$ cat config.mk
export PLATFORM = sky130hd
export DESIGN_NAME = hpt_search
export DESIGN_NICKNAME = d
export VERILOG_FILES = /design/src/rtl/hpt_pkg.sv /design/src/rtl/hpt_datapath.sv /design/src/rtl/hpt_control.sv /design/src/rtl/hpt_search.sv
export SDC_FILE = /design/constraint.sdc
export NUM_CORES = 1
export LEC_CHECK = 0
export CORE_MARGIN = 3
export CORE_UTILIZATION = 55
export CTS_BUF_LIST = sky130_fd_sc_hd__clkbuf_2 sky130_fd_sc_hd__clkbuf_4 sky130_fd_sc_hd__clkbuf_8
export CTS_CLUSTER_SIZE = 10
export DETAILED_ROUTE_END_ITERATION = 12
export DONT_BUFFER_PORTS = 1
export PLACE_DENSITY = 0.75
export SLEW_MARGIN = 25
export SYNTH_ARGS = -nofsm -noshare
export SYNTH_HDL_FRONTEND = slang
export SYNTH_SLANG_ARGS = --single-unit
$ cat constraint.sdc
create_clock -name clk -period 4.1 [get_ports clk]
set_clock_uncertainty 0.15 [all_clocks]
set_input_delay 0.82 -clock clk [delete_from_list [all_inputs] [get_ports clk]]
set_output_delay 0.82 -clock clk [all_outputs]
set_load 0.01 [all_outputs]
$ cat src/rtl/hpt_pkg.sv
package hpt_pkg;
  localparam int EA_W   = 32;
  localparam int HASH_W = 19;

  // strobes from control into datapath
  typedef struct packed {
    logic accept;
    logic captureDirect;
    logic nextEntry;
    logic goSecondary;
    logic captureHit;
    logic captureMiss;
  } hptCtrl_t;

  // status from datapath to control
  typedef struct packed {
    logic directIn;
    logic match;
    logic lastEntry;
    logic secondary;
  } hptStat_t;
endpackage

$ cat src/rtl/hpt_datapath.sv
module hpt_datapath
  import hpt_pkg::*;
#(
  parameter int SEG_COUNT     = 16,
  parameter int GROUP_ENTRIES = 8
) (
  input  logic                         clk,
  input  logic                         rstN,
  input  logic                         segWe,
  input  logic [$clog2(SEG_COUNT)-1:0] segSel,
  input  logic [31:0]                  segWdata,
  input  logic                         descWe,
  input  logic [31:0]                  descWdata,
  input  logic [EA_W-1:0]              reqEa,
  input  logic                         reqFetch,
  input  logic                         reqProblem,
  input  logic [63:0]                  memData,
  input  hptCtrl_t                     ctrl,
  output hptStat_t                     stat,
  output logic [EA_W-1:0]              memAddr,
  output logic [EA_W-1:0]              rspRa,
  output logic [3:0]                   rspWimg,
  output logic [1:0]                   rspPp,
  output logic                         rspKey,
  output logic                         rspFault,
  output logic                         rspFetch,
  output logic                         rspDirectStore
);
  localparam int SEG_IDX_W   = $clog2(SEG_COUNT);
  localparam int ENTRY_IDX_W = $clog2(GROUP_ENTRIES);
  localparam int ENTRY_SHIFT = 3;
  localparam int PAD_W       = EA_W - ENTRY_IDX_W - ENTRY_SHIFT;

  logic [31:0] segRegs [SEG_COUNT];
  logic [31:0] descQ;

  // segment register file
  for (genvar g = 0; g < SEG_COUNT; g++) begin : gSeg
    always_ff @(posedge clk) begin
      if (!rstN)
        segRegs[g] <= '0;
      else if (segWe && segSel == SEG_IDX_W'(g))
        segRegs[g] <= segWdata;
    end
  end

  always_ff @(posedge clk) begin
    if (!rstN)
      descQ <= '0;
    else if (descWe)
      descQ <= descWdata;
  end

  logic [31:0] segIn;
  assign segIn = segRegs[reqEa[EA_W-1 -: SEG_IDX_W]];
  assign stat.directIn = segIn[31];

  // per-request state
  logic [27:0]            eaQ;
  logic [23:0]            vsidQ;
  logic                   secondaryQ;
  logic [ENTRY_IDX_W-1:0] idxQ;
  logic [EA_W-1:0]        raQ;
  logic [3:0]             wimgQ;
  logic [1:0]             ppQ;
  logic                   keyQ, faultQ, fetchQ, directQ;

  always_ff @(posedge clk) begin
    if (!rstN) begin
      eaQ        <= '0;
      vsidQ      <= '0;
      secondaryQ <= 1'b0;
      idxQ       <= '0;
      raQ        <= '0;
      wimgQ      <= '0;
      ppQ        <= '0;
      keyQ       <= 1'b0;
      faultQ     <= 1'b0;
      fetchQ     <= 1'b0;
      directQ    <= 1'b0;
    end else begin
      if (ctrl.accept) begin
        eaQ        <= reqEa[27:0];
        vsidQ      <= segIn[23:0];
        secondaryQ <= 1'b0;
        idxQ       <= '0;
        keyQ       <= reqProblem ? segIn[29] : segIn[30];
        fetchQ     <= reqFetch;
        faultQ     <= 1'b0;
        directQ    <= 1'b0;
      end
      if (ctrl.captureDirect) begin
        faultQ  <= 1'b1;
        directQ <= 1'b1;
      end
      if (ctrl.nextEntry)
        idxQ <= idxQ + 1'b1;
      if (ctrl.goSecondary) begin
        secondaryQ <= 1'b1;
        idxQ       <= '0;
      end
      if (ctrl.captureHit) begin
        raQ   <= {memData[31:12], eaQ[11:0]};
        wimgQ <= memData[6:3];
        ppQ   <= memData[1:0];
      end
      if (ctrl.captureMiss)
        faultQ <= 1'b1;
    end
  end

  // hash and group address
  logic [HASH_W-1:0] primaryHash, activeHash;
  logic [8:0]        midBits;
  logic [EA_W-1:0]   groupBase;

  always_comb begin
    primaryHash = vsidQ[HASH_W-1:0] ^ {3'b000, eaQ[27:12]};
    activeHash  = secondaryQ ? ~primaryHash : primaryHash;
    midBits     = (activeHash[18:10] & descQ[8:0]) | descQ[24:16];
    groupBase   = {descQ[31:25], midBits, activeHash[9:0], 6'b000000};
    memAddr     = groupBase | {{PAD_W{1'b0}}, idxQ, {ENTRY_SHIFT{1'b0}}};
  end

  // entry compare
  logic [31:0] word0;
  assign word0 = memData[63:32];
  assign stat.match = word0[31] && (word0[30:7] == vsidQ) &&
                      (word0[6] == secondaryQ) && (word0[5:0] == eaQ[27:22]);
  assign stat.lastEntry = (idxQ == ENTRY_IDX_W'(GROUP_ENTRIES - 1));
  assign stat.secondary = secondaryQ;

  logic unusedBits;
  assign unusedBits = ^{memData[11:7], memData[2], descQ[15:9], segIn[28:24]};

  assign rspRa          = raQ;
  assign rspWimg        = wimgQ;
  assign rspPp          = ppQ;
  assign rspKey         = keyQ;
  assign rspFault       = faultQ;
  assign rspFetch       = faultQ & fetchQ;
  assign rspDirectStore = directQ;
endmodule

$ cat src/rtl/hpt_control.sv
module hpt_control
  import hpt_pkg::*;
(
  input  logic     clk,
  input  logic     rstN,
  input  logic     reqValid,
  input  logic     blockHit,
  input  logic     memValid,
  input  hptStat_t stat,
  output hptCtrl_t ctrl,
  output logic     memReq,
  output logic     busy,
  output logic     rspValid
);
  typedef enum logic [1:0] {S_IDLE, S_REQ, S_WAIT, S_RESP} state_t;
  state_t state, stateNext;

  always_ff @(posedge clk) begin
    if (!rstN) state <= S_IDLE;
    else       state <= stateNext;
  end

  always_comb begin
    stateNext = state;
    ctrl      = '0;
    unique case (state)
      S_IDLE: begin
        if (reqValid && !blockHit) begin
          ctrl.accept        = 1'b1;
          ctrl.captureDirect = stat.directIn;
          stateNext          = stat.directIn ? S_RESP : S_REQ;
        end
      end
      S_REQ: stateNext = S_WAIT;
      S_WAIT: begin
        if (memValid) begin
          if (stat.match) begin
            ctrl.captureHit = 1'b1;
            stateNext       = S_RESP;
          end else if (!stat.lastEntry) begin
            ctrl.nextEntry = 1'b1;
            stateNext      = S_REQ;
          end else if (!stat.secondary) begin
            ctrl.goSecondary = 1'b1;
            stateNext        = S_REQ;
          end else begin
            ctrl.captureMiss = 1'b1;
            stateNext        = S_RESP;
          end
        end
      end
      S_RESP: stateNext = S_IDLE;
      default: stateNext = S_IDLE;
    endcase
  end

  assign memReq   = (state == S_REQ);
  assign busy     = (state == S_REQ) || (state == S_WAIT);
  assign rspValid = (state == S_RESP);
endmodule

$ cat src/rtl/hpt_search.sv
module hpt_search
  import hpt_pkg::*;
#(
  parameter int SEG_COUNT     = 16,
  parameter int GROUP_ENTRIES = 8
) (
  input  logic                         clk,
  input  logic                         rstN,
  input  logic                         segWe,
  input  logic [$clog2(SEG_COUNT)-1:0] segSel,
  input  logic [31:0]                  segWdata,
  input  logic                         descWe,
  input  logic [31:0]                  descWdata,
  input  logic                         reqValid,
  input  logic [31:0]                  reqEa,
  input  logic                         reqFetch,
  input  logic                         reqProblem,
  input  logic                         blockHit,
  output logic                         busy,
  output logic                         memReq,
  output logic [31:0]                  memAddr,
  input  logic                         memValid,
  input  logic [63:0]                  memData,
  output logic                         rspValid,
  output logic                         rspFault,
  output logic                         rspFetch,
  output logic                         rspDirectStore,
  output logic [31:0]                  rspRa,
  output logic [3:0]                   rspWimg,
  output logic [1:0]                   rspPp,
  output logic                         rspKey
);
  hptCtrl_t ctrl;
  hptStat_t stat;

  hpt_control u_ctrl (
    .clk(clk), .rstN(rstN), .reqValid(reqValid), .blockHit(blockHit),
    .memValid(memValid), .stat(stat), .ctrl(ctrl), .memReq(memReq),
    .busy(busy), .rspValid(rspValid)
  );

  hpt_datapath #(.SEG_COUNT(SEG_COUNT), .GROUP_ENTRIES(GROUP_ENTRIES)) u_dp (
    .clk(clk), .rstN(rstN), .segWe(segWe), .segSel(segSel), .segWdata(segWdata),
    .descWe(descWe), .descWdata(descWdata), .reqEa(reqEa), .reqFetch(reqFetch),
    .reqProblem(reqProblem), .memData(memData), .ctrl(ctrl), .stat(stat),
    .memAddr(memAddr), .rspRa(rspRa), .rspWimg(rspWimg), .rspPp(rspPp),
    .rspKey(rspKey), .rspFault(rspFault), .rspFetch(rspFetch),
    .rspDirectStore(rspDirectStore)
  );
endmodule

======== After elaboration in Yosys (flattened, before gate mapping) ========
Memories as Yosys holds them, arrays and structs flattened.
Cells that the tools add are included.
cells by class
  bitwise operators ....................... 23
  muxes and demuxes ....................... 92
  reduce and logical (&&, ||, !) cells .... 30
  add/subtract/negate cells ............... 1
  equality and inequality tests ........... 24
operator list
  cell                   count
  $mux W32               16
  $mux W1                61
  $eq A4 B4 Y1 const B   8
  $or A32 B6 Y32         1
  $eq A24 B24 Y1         1
  $logic_and A1 B1 Y1    20
  $mux W19               1
  $not A19 Y19           1
  $xor A19 B16 Y19       1
  $mux W2                9
  $eq A4 B3 Y1 const B   4
  $or A1 B1 Y1           16
  $and A9 B9 Y9          1
  $or A9 B9 Y9           1
  $eq A4 B2 Y1 const B   2
  $mux W4                2
  $pmux W2 S4            1
  $eq A6 B6 Y1           1
  $mux W3                2
  $reduce_bool A2 Y1     3
  $eq A2 B2 Y1 const B   2
  $eq A4 B1 Y1 const B   1
  $logic_not A4 Y1       1
  $add A3 B1 Y3 const B  1
  13 further kinds       13
word-level totals
  input bits .............................. 173
  bits in registers ....................... 132
  output and inout port bits .............. 77
  memories ................................ 1
  memory bits (writable) .................. 512
memory list
  memory        depth  width  rd ports  clocked after memory_dff  write ports  RTL line            source
  u_dp.segRegs  16     32     1         0                         16           hpt_datapath.sv:34  logic [31:0] segRegs [SEG_COUNT];

======== Longest topological paths before layout ========
Gate-level depths: netlist (run 1).
  depth in word-level cells ............... 8
  mapped depth ............................ 9
  depth with buffers taken out ............ 7

======== By module ========
Synthesis (run 1) repeated with hierarchy kept, for this count alone.
second synthesis, totals
  cells, all modules ...................... 1741
  area, all modules ....................... 25112.8 um2
modules (own cells, without submodules)
  module        seq. area each (um2)  cells an instance  area each (um2)  times used
  hpt_datapath  15434.8               1711               24826.3          1
  hpt_control   40.0                  30                 286.5            1

======== Least setup slack after synthesis (run 1) ========
Ideal clock, no wire load.
  kind .................................... input to register
  from .................................... input segSel[1]
  to ...................................... memory u_dp.segRegs[7][0], enable pin
  stages .................................. 3
  data arrival time ....................... 3.225 ns
  slack ................................... 0.276 ns
  data required time ...................... 3.501 ns
  setup time .............................. 0.449 ns
  path through ............................ clkbuf_1 nand3_1 o21ai_0
RTL lines
  what                RTL line            source
  start: declaration  hpt_search.sv:10    input logic [$clog2(SEG_COUNT)-1:0] segSel,
  end: declaration    hpt_datapath.sv:34

======== Worst setup path in the final report (run 1) ========
  from .................................... register u_dp.vsidQ[3]
  to ...................................... register u_dp.raQ[30], in the netlist u_dp.rspRa[30]
between the ends
  word-level cells in the longest chain between the ends .. 7
RTL lines
  what                              RTL line             source
  start: declaration                hpt_datapath.sv:60   logic [23:0] vsidQ;
  start signal: assignment          hpt_datapath.sv:84   vsidQ <= segIn[23:0];
  $eq A24 B24 Y1                    hpt_datapath.sv:128  assign stat.match = word0[31] && (word0[30:7] == vsidQ) &&
  $logic_and A1 B1 Y1 (2 in a row)  hpt_datapath.sv:128
  $logic_and A1 B1 Y1               hpt_datapath.sv:129  (word0[6] == secondaryQ) && (word0[5:0] == eaQ[27:22]);
  $mux W1                           hpt_control.sv:37    if (stat.match) begin
  $mux W4                           hpt_control.sv:36    if (memValid) begin
  $mux W4                           hpt_control.sv:26    unique case (state)
  end signal: assignment            hpt_datapath.sv:103  raQ <= {memData[31:12], eaQ[11:0]};
  end: declaration                  hpt_datapath.sv:63   logic [EA_W-1:0] raQ;
Every way passes these cells.
A chain may end at the register's enable or synchronous reset.

==> reports/qor.txt, run 1 <==
Clk Latency, worst-skew pair: 670 ps
Async S/R FF share, synth: 0%
Power Density: 453 mW/mm^2
Overflow after GRT: 0
Vias: 14,500
Residual DRC: 0
FF-to-FF End: u_dp.rspRa[30]$_SDFFE_PN0P_
Fin nets: 1,965
Sink Count: 557
Yosys Warn Count: 0
Comb pwr share: 8.8%
Reg-to-reg slack, setup: 1200 ps
Clock buffer depth: 3
Hold WC Path Type: primary input to flop
Synth Register Bits: 557
Commonest non-fill, non-tap cell in the layout: and2_1
CP Data Required Time: 4530 ps
CTS root buf: clkbuf_8
Mapped cell area: 0.0250 sq mm
Commonest cells after routing, fill and taps aside: and2_1, edfxtp_1, nand2_1
Sw Pwr: 2910 uW
Ant diodes: 0
CP startpoint kind: flop
Synth area leaders: edfxtp_1, mux4_2, and2_1
Post-synth EDFFs: 432
Vias/cell: 5.94
Cell row count: 77
Syn Inst Count: 1,794
Synth-to-Final Area Change: 9.70%
Fin crit period: 2900 ps
CP Cell Sequence: xnor2_1 -> nand4_1 -> or4_1 -> nor3_4 -> buf_12 -> mux2i_1
CP Depth: 6
CP Capture Type: flop
Synth cell types: 45
Slowest stage cell, crit path: or4_1
Clock group share of total power: 38.2%
Least-Margin Pin Slew: 765 ps
DRT iter0 DRCs: 1,905
Largest net degree at the start of global routing: 187
First-pass GRT wire length: 91,500 microns
Cell taking the most area after synthesis: edfxtp_1
CTS Buf Count: 93
Die Ht: 219 microns
Final setup vio count: 0
Clock transition at the registers of the reported paths: 60 ps
GRT Total Usage: 26.1%
TritonCTS clock tree: yes
Worst Min Path Start: reqEa[30]
Avg WL per Cell: 25.4 microns
Share of the synthesized area in the top cell type: 51.8%
CTS Hold Bufs: 0
Worst-path maximum fanout: 32
CP max stage delay: 700 ps
Final max-slew violation count: 0
Max_slew headroom: 49.0%
Static Leak: 0.00972 uW
CP top delay family: simple AND/OR/NAND/NOR gates
Detailed placement HPWL: 36,000 microns
Critical Path End: u_dp.rspRa[30]$_SDFFE_PN0P_
Final period util: 70.8%
# port buffers: 0
Routability-driven placement congestion ratio: 0.818
RSZ-0062 raised after global routing: no
TritonRoute pass-1 iters: 6
Initial core utilization: 56.1%
Core area: 0.0446 sq mm
R2R depth: 6
Total Routed Length: 62,100 microns
Int Power: 9520 uW
Seq/Total Area, Yosys: 61.8%
Max Clock Freq: 344 MHz
H-tree depth: 3
Crit path from: u_dp.vsidQ[3]$_SDFFE_PN0P_
Initial antenna violation count: 0
Fin Setup TNS: 0 ps
PostCTS Resize Cnt: 0
Status: finished, final reports clean
Vias in the first global route: 14,600
I/O pin count: 250
Die area: 0.0481 sq mm
Setup Buffers After CTS: 0
Reg-to-Reg Start: u_dp.vsidQ[3]$_SDFFE_PN0P_
# Max-Cap Violations: 0
Die W: 219 microns
Final hold vios: 0
Final ANT Viol Nets: 0
Worst Hold Depth: 1
Switch share: 23.4%
WHS: 124 ps
VDD IR max: 271 uV
Sequential group share of total power: 53.1%
Layout cell share with drive strength beyond 1: 19.2%
Dominant synthesized flop cell: edfxtp_1
CP arrival: 3330 ps
Syn avg cell area: 14.0 sq um
Worst Setup Path Type: flop to flop
WP buf/inv: 1
cell type report:
| cell class | count | area [sq um] |
|---|---|---|
| Clock inverter | 31 | 180 |
| Timing Repair Buffer | 38 | 298 |
| Sequential cell | 557 | 15500 |
| Clock buffer | 133 | 1620 |
| Fill cell | 3303 | 17200 |
| Tap cell | 592 | 741 |
| Multi-Input combinational cell | 1089 | 9120 |
| Inverter | 6 | 22.5 |
sequential cells by signal (all words and copies together) (netlist names):
register	flops
u_ctrl.state	2
u_dp.descQ	25
u_dp.eaQ	28
u_dp.fetchQ	1
u_dp.idxQ	3
u_dp.rspDirectStore	1
u_dp.rspFault	1
u_dp.rspKey	1
u_dp.rspPp	2
u_dp.rspRa	32
u_dp.rspWimg	4
u_dp.secondaryQ	1
u_dp.segRegs	432
u_dp.vsidQ	24
how the worst min path moves through the flow:
| stage | to | slack [ps] |
|---|---|---|
| after floorplan | u_dp.rspRa[0]$_SDFFE_PN0P_ | 290 |
| after global placement | u_dp.rspRa[2]$_SDFFE_PN0P_ | 290 |
| after detailed placement | u_dp.rspRa[2]$_SDFFE_PN0P_ | 310 |
| after CTS | u_dp.rspKey$_SDFFE_PN0P_ | 90 |
| after global routing | u_dp.rspKey$_SDFFE_PN0P_ | 100 |
| final | u_dp.rspKey$_SDFFE_PN0P_ | 120 |
synth_stat cells, types with 5 or more instances:
master and count:
inv_1 6, a21o_1 9, nand2b_1 6, dfxtp_1 125
and2_1 434, nand2_1 191, nor2_1 23, buf_2 17
nor2b_1 27, xor2_1 19, a21boi_0 30, o21ai_0 21
mux2i_1 67, edfxtp_1 432, mux4_2 131, nand4_1 5
buf_4 14, buf_1 8, xnor2_1 47, ha_1 7
nand3b_1 6, clkbuf_1 102, nand3_1 33
power groups by stage:
stage | combinational (uW) | clock, uW | sequential, uW
after floorplan | 885 | 0 | 6660
after global placement | 1070 | 0 | 6690
after detailed placement | 1090 | 0 | 6710
after CTS | 1090 | 4830 | 6600
after global routing | 1180 | 5100 | 6630
final | 1090 | 4750 | 6600
per-layer routing:
metal	track usage [%]	share of wire [%]
met4	9.16	3.2
met1	34.8	38
met5	0	0
met2	42.0	47
met3	6.63	12
cells by family after synthesis:
| logic type | after synthesis | share of synthesized area, % |
|---|---|---|
| other | 1 | 0.0150 |
| flip-flops | 557 | 61.8 |
| XOR/XNOR | 66 | 2.31 |
| AO/OA/AOI/OAI | 78 | 2.13 |
| AND/OR/NAND/NOR | 736 | 16.2 |
| buffers and inverters | 150 | 2.66 |
| adder cells (fa/ha/maj) | 7 | 0.350 |
| multiplexers | 199 | 14.5 |
per-stage QoR:
step | total power (uW) | utilization (%) | std cells | worst slack (ps) | instance area (sq um)
detailed placement | 7800 | 57.5 | 2282 | 676 | 25700
floorplan | 7550 | - | 1796 | 276 | 25000
global placement | 7760 | 57.5 | 2282 | 741 | 25700
global route | 12900 | 61.5 | 2446 | 1040 | 27500
CTS | 12500 | 61.5 | 2446 | 1140 | 27500
finish | 12400 | 61.5 | 2446 | 1200 | 27500
(Power assumes the default switching activity.)
==> run 2, diff against run 1 <==
==> constraint.sdc (replaced) <==
create_clock -name clk -period 2.91 [get_ports clk]
set_clock_uncertainty 0.15 [all_clocks]
set_input_delay 0.582 -clock clk [delete_from_list [all_inputs] [get_ports clk]]
set_output_delay 0.582 -clock clk [all_outputs]
set_load 0.01 [all_outputs]
==> reports/qor.txt, run 2 (synthesized netlist as in run 1, its figures left out) <==
Status: finished, final reports clean
Die W: 219 microns (unchanged)
I/O pin count: 250 (unchanged)
CP Data Required Time: 2180 ps (-2350 ps)
Initial core utilization: 56.1% (unchanged)
Number of fill cells in the layout: 3,070 (-7.1%)
Final hold vios: 0 (unchanged)
Most frequent CP cell: xnor2_1
Final setup vio count: 0 (unchanged)
Worst Hold Depth: 3 (+2)
Worst Setup Path Type: flop to primary output
Final period util: 92.9%
Area of the multi-input gates: 0.00912 sq mm (unchanged)
CP max stage delay: 390 ps (-310 ps)
End-of-flow core utilization: 65.5% (+3.9 points)
Max FFs per register: 432 (unchanged)
GRT Total Usage: 28.5% (+2.4 points)
Final max-slew violation count: 0 (unchanged)
# port buffers: 0 (unchanged)
Least-Margin Pin Slew: 734 ps (-30.7 ps)
Worst Min Path Start: reqEa[31]
Max Clock Freq: 370 MHz
Synth-to-Final Area Change: 16.7%
Cell row count: 77 (unchanged)
Core area: 0.0446 sq mm (unchanged)
Most flop-heavy register: u_dp.segRegs
RSZ-0062 raised after global routing: no
Fin nets: 2,141 (+9.0%)
CTS Buf Count: 88 (-5.4%)
Total Routed Length: 68,100 microns (+9.6%)
Vias: 15,600 (+7.3%)
Commonest non-fill, non-tap cell in the layout: and2_1
Final non-filler cell total: 2,618 (+7.0%)
Reg-to-reg slack, setup: 260 ps (-940 ps)
CTS root buf: clkbuf_8
CP Capture Type: primary output
Sink Count: 557 (unchanged)
Layout cell share with drive strength beyond 1: 17.2% (-2.0 points)
Clock transition at the registers of the reported paths: 60 ps (about the same)
Vias/cell: 5.95 (+0.22%)
CP Depth: 4 (-2)
Largest net degree at the start of global routing: 134 (-28%)
Static Leak: 0.0104 uW (+7.3%)
Clock buffer depth: 3 (unchanged)
Die Ht: 219 microns (unchanged)
Final ANT Viol Nets: 0 (unchanged)
Overflow after GRT: 0 (unchanged)
CP Cell Sequence: buf_4 -> xnor2_1 -> xnor2_1 -> a21o_1
Worst-path maximum fanout: 23 (-28%)
Initial antenna violation count: 4 (+4)
Max_slew headroom: 51.0% (+2.0 points)
Avg WL per Cell: 26.0 microns (+2.4%)
R2R depth: 6 (unchanged)
Tot Pwr: 17,500 uW (+41%)
Clk Latency, worst-skew pair: 680 ps (about the same)
FF-to-FF End: u_dp.rspRa[21]$_SDFFE_PN0P_
H-tree depth: 3 (unchanged)
WP buf/inv: 1 (unchanged)
Vias in the first global route: 16,200 (+11%)
Power Density: 599 mW/mm^2 (+32%)
Residual DRC: 0 (unchanged)
CP arrival: 1970 ps (-1360 ps)
Commonest cells after routing, fill and taps aside: and2_1, edfxtp_1, nand2_1
Slowest stage cell, crit path: buf_4
DRT iter0 DRCs: 1,964 (+3.1%)
Placement Cell Area: 0.0259 sq mm (+1.0%)
Detailed placement HPWL: 37,700 microns (+4.7%)
Fin crit period: 2700 ps
FF/Latch Area: 0.0155 sq mm (unchanged)
# Max-Cap Violations: 0 (unchanged)
Cell area after layout: 0.0292 sq mm (+6.4%)
TritonRoute pass-1 iters: 5 (-1)
CP startpoint kind: flop
Cells after DPL: 2,298 (+0.70%)
Reg-to-Reg Start: u_dp.vsidQ[2]$_SDFFE_PN0P_
WHS Endpoint: u_dp.vsidQ[3]$_SDFFE_PN0P_
TritonCTS clock tree: yes
VDD IR max: 360 uV (+33%)
CP top delay family: buffers and inverters
Routability-driven placement congestion ratio: 0.854 (+4.4%)
First-pass GRT wire length: 100,000 microns (+9.6%)
Hold WC Path Type: primary input to flop
Die area: 0.0481 sq mm (unchanged)
PostCTS Resize Cnt: 0 (unchanged)
-- run 2: changes by cell type in the layout (fill, tap and decap cells not counted), moves of 8 or more --
| cell | before | now |
|---|---|---|
| clkbuf_8 | 99 | 89 |
| clkbuf_4 | 34 | 26 |
| buf_12 | 1 | 12 |
| clkinv_2 | 13 | 5 |
| dlygate4sd3_1 | 0 | 164 |
| clkinv_1 | 12 | 27 |
-- run 2: metrics by stage --
stage / worst slack, ps / hold slack (ps) / TNS [ps]
after floorplan: -676 / 288 / -193990
after global placement: 304 / 291 / 0
after detailed placement: 220 / 305 / 0
after CTS: 175 / 0.208 / 0
after global routing: 135 / 57.9 / 0
final: 207 / 70.7 / 0
-- run 2: final cells by class --
| class | instances | share of cell area [%] |
|---|---|---|
| clock buffer | 115 | 4.86 |
| clock inverter | 39 | 0.681 |
| antenna | 1 | 0.00857 |
| timing repair buffer | 219 | 7.62 |
| tap | 592 | 2.54 |
| sequential | 557 | 53.0 |
| multi-input combinational | 1089 | 31.2 |
| inverter | 6 | 0.0771 |
-- run 2: timing repair --
| action | 4_1_cts | 5_1_grt |
|---|---|---|
| setup endpoints to repair | 0 | 0 |
| hold endpoints to repair | 557 | 0 |
| buffers inserted | 0 | 0 |
| hold buffers | 165 | 0 |
-- run 2: worst min-delay path: cells and delay by family --
family        cells  cell delay [ps]
mux               1              160
simple gates      2              110
-- run 2: worst max path at each step --
stage,start,slack [ps],endpoint
6_report,u_dp.secondaryQ$_SDFFE_PN0P_,210,memAddr[21]
5_1_grt,u_dp.secondaryQ$_SDFFE_PN0P_,130,memAddr[21]
4_1_cts,u_dp.secondaryQ$_SDFFE_PN0P_,180,memAddr[21]
3_5_place_dp,memData[42],220,u_dp.rspRa[19]$_SDFFE_PN0P_
3_3_place_gp,memData[42],300,u_dp.rspRa[20]$_SDFFE_PN0P_
2_1_floorplan,segSel[1],-680,u_dp.segRegs[11][0]$_SDFFCE_PN0P_
-- run 2: where the power goes --
group | internal, uW | total (uW) | leakage [uW] | switching [uW]
sequential | 9060 | 9310 | 0.00516 | 244
clock | 3200 | 6260 | 0.000855 | 3060
combinational | 903 | 1940 | 0.00442 | 1030
-- run 2: per-layer routing --
| layer | GRT usage, % | wire length (microns) | up-vias |
|---|---|---|---|
| met4 | 13.3 | 3050 | 2 |
| met5 | 0 | 7 | - |
| met3 | 7.62 | 8060 | 182 |
| li1 | - | - | 6738 |
| met1 | 36.3 | 25000 | 7716 |
| met2 | 45.8 | 32000 | 938 |
